File: src/rtl/smram_pkg.sv
package smram_pkg;

    localparam int CTL_W      = 8;
    localparam int SEG_W      = 3;
    localparam logic [SEG_W-1:0] SEG_FIXED = 3'b010;
    localparam logic [CTL_W-1:0] CTL_RESET = {1'b0, 4'b0000, SEG_FIXED};

    typedef struct packed {
        logic             rsvd;
        logic             open;
        logic             closed;
        logic             lock;
        logic             enable;
        logic [SEG_W-1:0] seg;
    } smram_ctl_t;

    typedef struct packed {
        logic open;
        logic closed;
        logic lock;
        logic enable;
    } smram_mode_t;

    typedef enum logic [1:0] {
        ROUTE_PCI  = 2'b00,
        ROUTE_DRAM = 2'b01,
        ROUTE_BAD  = 2'b10
    } route_e;

    // Sanitise a written byte against the currently held control state.
    function automatic smram_ctl_t smram_merge(input smram_ctl_t cur,
                                               input logic [CTL_W-1:0] data);
        smram_ctl_t m;
        m      = smram_ctl_t'(data);
        m.rsvd = 1'b0;
        m.seg  = SEG_FIXED;
        if (cur.lock) begin
            m.open = 1'b0;
            m.lock = 1'b1;
        end
        return m;
    endfunction

    function automatic smram_mode_t smram_mode(input smram_ctl_t c);
        smram_mode_t r;
        r.open   = c.open;
        r.closed = c.closed;
        r.lock   = c.lock;
        r.enable = c.enable;
        return r;
    endfunction

endpackage

File: src/rtl/smram_ctl_reg.sv
module smram_ctl_reg
    import smram_pkg::*;
(
    input  logic             clk,
    input  logic             rst,
    input  logic             wr_en,
    input  logic [CTL_W-1:0] wr_data,
    output smram_ctl_t       ctl_q
);

    smram_ctl_t ctl_r;
    smram_ctl_t ctl_nxt;

    always_comb begin
        ctl_nxt = ctl_r;
        if (wr_en) ctl_nxt = smram_merge(ctl_r, wr_data);
    end

    always_ff @(posedge clk) begin
        if (rst) ctl_r <= smram_ctl_t'(CTL_RESET);
        else     ctl_r <= ctl_nxt;
    end

    assign ctl_q = ctl_r;

    // reserved and segment fields never deviate
    p_fixed_fields_r1: assert property (@(posedge clk) disable iff (rst)
        (ctl_r.rsvd == 1'b0) && (ctl_r.seg == SEG_FIXED));

    // lock is sticky until power-on reset
    p_lock_sticky_r2: assert property (@(posedge clk) disable iff (rst)
        $past(ctl_r.lock) |-> ctl_r.lock);

    // a write under lock leaves open cleared
    p_lock_closes_open_r3: assert property (@(posedge clk) disable iff (rst)
        (wr_en && ctl_r.lock) |=> !ctl_r.open);

    // reset value and no change without strobe
    p_reset_value_r10: assert property (@(posedge clk) disable iff (rst)
        $past(rst) |-> (ctl_r == smram_ctl_t'(CTL_RESET)));

    p_hold_no_strobe_r10: assert property (@(posedge clk) disable iff (rst)
        !wr_en |=> $stable(ctl_r));

endmodule

File: src/rtl/smram_route.sv
module smram_route
    import smram_pkg::*;
(
    input  logic        clk,
    input  logic        rst,
    input  smram_mode_t mode,
    input  logic        in_smm,
    input  logic        is_code,
    output route_e      route,
    output logic        cfg_err
);

    logic open_eff;   // open counts only while unlocked
    logic clash;

    always_comb begin
        open_eff = mode.open && !mode.lock;
        clash    = mode.enable && open_eff && mode.closed;
    end

    always_comb begin
        route = ROUTE_PCI;
        if (!mode.enable) begin
            route = ROUTE_PCI;
        end else if (clash) begin
            route = ROUTE_BAD;
        end else if (open_eff) begin
            route = ROUTE_DRAM;
        end else if (!in_smm) begin
            route = ROUTE_PCI;
        end else if (mode.closed && !is_code) begin
            route = ROUTE_PCI;
        end else begin
            route = ROUTE_DRAM;
        end
    end

    assign cfg_err = clash;

    // disabled window always goes to the bus
    p_disabled_pci_r4: assert property (@(posedge clk) disable iff (rst)
        !mode.enable |-> (route == ROUTE_PCI) && !cfg_err);

    // outside SMM without an effective open bit, bus only
    p_outside_smm_r6: assert property (@(posedge clk) disable iff (rst)
        (!in_smm && (!mode.open || mode.lock)) |-> (route != ROUTE_DRAM));

    // closed window never serves data from DRAM
    p_closed_data_r8: assert property (@(posedge clk) disable iff (rst)
        (mode.closed && !is_code && (!mode.open || mode.lock)) |-> (route == ROUTE_PCI));

    // the error flag and the illegal route agree
    p_err_match_r9: assert property (@(posedge clk) disable iff (rst)
        cfg_err == (route == ROUTE_BAD));

    p_err_unlocked_r9: assert property (@(posedge clk) disable iff (rst)
        cfg_err |-> !mode.lock);

endmodule

File: src/rtl/smram_ctrl_unit.sv
module smram_ctrl_unit
    import smram_pkg::*;
(
    input  logic             clk,
    input  logic             rst,
    input  logic             wr_en,
    input  logic [CTL_W-1:0] wr_data,
    input  logic             in_smm,
    input  logic             is_code,
    output logic [CTL_W-1:0] ctl_q,
    output logic [1:0]       route_o,
    output logic             cfg_err_o
);

    smram_ctl_t  ctl;
    smram_mode_t mode;
    route_e      route;

    smram_ctl_reg u_reg (
        .clk     (clk),
        .rst     (rst),
        .wr_en   (wr_en),
        .wr_data (wr_data),
        .ctl_q   (ctl)
    );

    assign mode = smram_mode(ctl);

    smram_route u_route (
        .clk     (clk),
        .rst     (rst),
        .mode    (mode),
        .in_smm  (in_smm),
        .is_code (is_code),
        .route   (route),
        .cfg_err (cfg_err_o)
    );

    assign ctl_q   = ctl;
    assign route_o = route;

endmodule

File: config.mk
export PLATFORM = sky130hd
export DESIGN_NAME = smram_ctrl_unit
export DESIGN_NICKNAME = d
export VERILOG_FILES = /design/src/rtl/smram_pkg.sv /design/src/rtl/smram_ctl_reg.sv /design/src/rtl/smram_route.sv /design/src/rtl/smram_ctrl_unit.sv
export SDC_FILE = /design/constraint.sdc
export NUM_CORES = 1
export LEC_CHECK = 0
export BUFFER_PORTS_ARGS = -buffer_cell sky130_fd_sc_hd__buf_2
export CORE_AREA = 2 2 39 41
export DETAILED_ROUTE_END_ITERATION = 10
export DIE_AREA = 0 0 41 43
export GPL_TIMING_DRIVEN = 0
export SLEW_MARGIN = 30
export SYNTH_ARGS = -nofsm -noshare
export SYNTH_HDL_FRONTEND = slang
export SYNTH_HIERARCHICAL = 1
export SYNTH_SLANG_ARGS = --single-unit
File: constraint.sdc
create_clock -name clk -period 2 [get_ports clk]
set_input_delay 0.3 -clock clk [delete_from_list [all_inputs] [get_ports clk]]
set_output_delay 0.3 -clock clk [all_outputs]
set_load 0.01 [all_outputs]
==> impl_metrics.json <==
{
  "status": "finished, final reports clean",
  "syn_avg_cell_area_sq_um": 9.159,
  "most-common-layout-cells": "15 x buf_2, 4 x buf_4, 4 x conb_1, 4 x dfxtp_1",
  "ys_seq_area_frac": 0.3497,
  "p_leak_nw": 0.1950,
  "largest_reg_flops": 4,
  "worst_path_largest_cell_delay_ps": 390,
  "cts_resized": 0,
  "synth_seq_cells": 4,
  "hold_violations": 0,
  "postCtsSetupBuffers": 0,
  "grt_overflow": 0,
  "instances_no_fill": 61,
  "dr_total_vias": 222,
  "drt-initial-drc-count": 1,
  "nets": 60,
  "grt_usage": 0.06935,
  "cts_sinks": 4,
  "final_core_util": 0.2559,
  "die-area_sq_um": 1763,
  "htreeDepth": 1,
  "crit_arrival_ps": 1080,
  "area_growth_pct": 54.64,
  "fin_crit_sh": 0.6885,
  "pwr_density_cell_nw_per_um2": 657.6,
  "synth_compound_area_frac": 0.1038,
  "synthAdderAreaFrac": 0,
  "drive_above_1_share": 0.6000,
  "crit_type": "flip-flop to output pin",
  "skew_ps": 0.008105,
  "setup_viol": 0,
  "syn_area_sq_um": 229.0,
  "vias_per_cell": 3.639,
  "gp_congestion": 0.6479,
  "yosysWarnings": 6,
  "maxCapViolations": 0,
  "grt_max_degree": 6,
  "slew_violations": 0,
  "placedCellCount": 58,
  "peakVddDrop_v": 0.0001695,
  "endpoint_kind": "output pin",
  "cts_hold_buf": 0,
  "grt_pass1_wl_um": 738,
  "antenna_found_initial": 0,
  "synth-xor-area-share": 0,
  "die_w_um": 41,
  "finalWirelength_um": 501,
  "ant_nets": 0,
  "wl_per_cell_um": 8.213,
  "path_max_fanout": 4,
  "synth_top_family_by_area": "simple AND/OR/NAND/NOR gates",
  "synth.distinct_cells": 13,
  "muxShareOfSynthArea": 0.08743,
  "required_ps": 1700,
  "io_pins": 24,
  "setup_tns_ps": 0,
  "drt_first_pass_iters": 3,
  "core_area_sq_um": 1384,
  "grt_pass1_vias": 200,
  "clk_pin_slew_ps": 40,
  "diodes": 0,
  "clockBufferDepth": 2,
  "cts_inserted_buffers": 3,
  "min_period_ps": 1377,
  "drc": 0,
  "cts_root_buf": "clkbuf_4",
  "synth-simple-area-share": 0.2951,
  "hp-class": "input port to flip-flop",
  "hpwlAfterDp_um": 421.2,
  "dieHeight_um": 43,
  "portBuffers": 15,
  "cp_num_cells": 4,
  "startpoint_type": "flip-flop",
  "cts_tree": "built",
  "fmax_mhz": 726.2,
  "crit_family": "flip-flops",
  "start_util": 0.1655,
  "final_common_cell": "buf_2",
  "row_count": 14,
  "rsz0062_at_grt": "false",
  "synthCells": 25,
  "crit_buf_inv": 1,
  "clock_latency_ps": 240,
  "ff2ff_path_depth": 2,
  "hold_depth": 2,
  "cp_cell_sequence": "nor2b_4 > nand2b_4 > a21oi_2 > buf_2",
  "cp_slowest_cell": "dfxtp_1"
}
-- cell usage after synthesis --
cell | number | area, sq um
o21ai_0 | 1 | 5.000
a21oi_1 | 2 | 10.01
mux2i_1 | 2 | 20.02
nand2b_1 | 1 | 6.260
buf_4 | 4 | 30.03
nor2b_4 | 1 | 13.76
a21oi_2 | 1 | 8.760
nor2_1 | 3 | 11.26
and3_2 | 2 | 15.01
nand2b_4 | 1 | 13.76
nand3b_1 | 1 | 7.510
dfxtp_1 | 4 | 80.08
conb_1 | 2 | 7.510
-- final cells by class --
class | instances | area (sq um)
Buffer | 4 | 30.03
Fill cell | 160 | 1030
Timing Repair Buffer | 15 | 75.07
Clock buffer | 3 | 22.52
Sequential cell | 4 | 80.08
Tap cell | 16 | 20.02
Multi-Input combinational cell | 19 | 126.4
-- cell families after synthesis --
| kind of cell | count (synthesis) |
|---|---|
| buf+inv | 4 |
| simple gates | 9 |
| other cells | 2 |
| compound gates | 4 |
| flops | 4 |
| mux | 2 |
-- per-layer routing --
metal / GRT usage / routed length [um] / vias to the layer above
met2: 0.08750 / 219 / 14
met3: 0.03141 / 79 / 2
met4: 0.1000 / 19 / 0
met5: 0 / 0 / -
li1: - / - / 114
met1: 0.06452 / 184 / 92
-- path summary, 6_finish.rpt --
kind                        from             end  slack (ps)
hold / removal               rst  u_reg/ctl_q[6]         280
setup / recovery  u_reg/ctl_q[4]      route_o[0]         620
setup reg to reg  u_reg/ctl_q[4]  u_reg/ctl_q[6]        1300
hold reg to reg   u_reg/ctl_q[6]  u_reg/ctl_q[6]         470
-- per-stage QoR --
| stage | power, mW | area (sq um) | hold WS (ps) | setup WS, ps |
|---|---|---|---|---|
| after floorplan | 0.1157 | 236.5 | 369.1 | 908.5 |
| after global placement | 0.1327 | 331.6 | 468.8 | 874.3 |
| after detailed placement | 0.1337 | 331.6 | 474.7 | 864.6 |
| after CTS | 0.2368 | 354.1 | 271.9 | 609.5 |
| after global routing | 0.2473 | 354.1 | 293.1 | 537.2 |
| final | 0.2329 | 354.1 | 275.1 | 623.0 |
-- power by group --
| part | internal, mW | switching (mW) |
|---|---|---|
| Clock | 0.0672 | 0.0337 |
| Sequential | 0.0852 | 0.00506 |
| Combinational | 0.0230 | 0.0188 |
No activity file was read; power rests on OpenSTA's default activity.
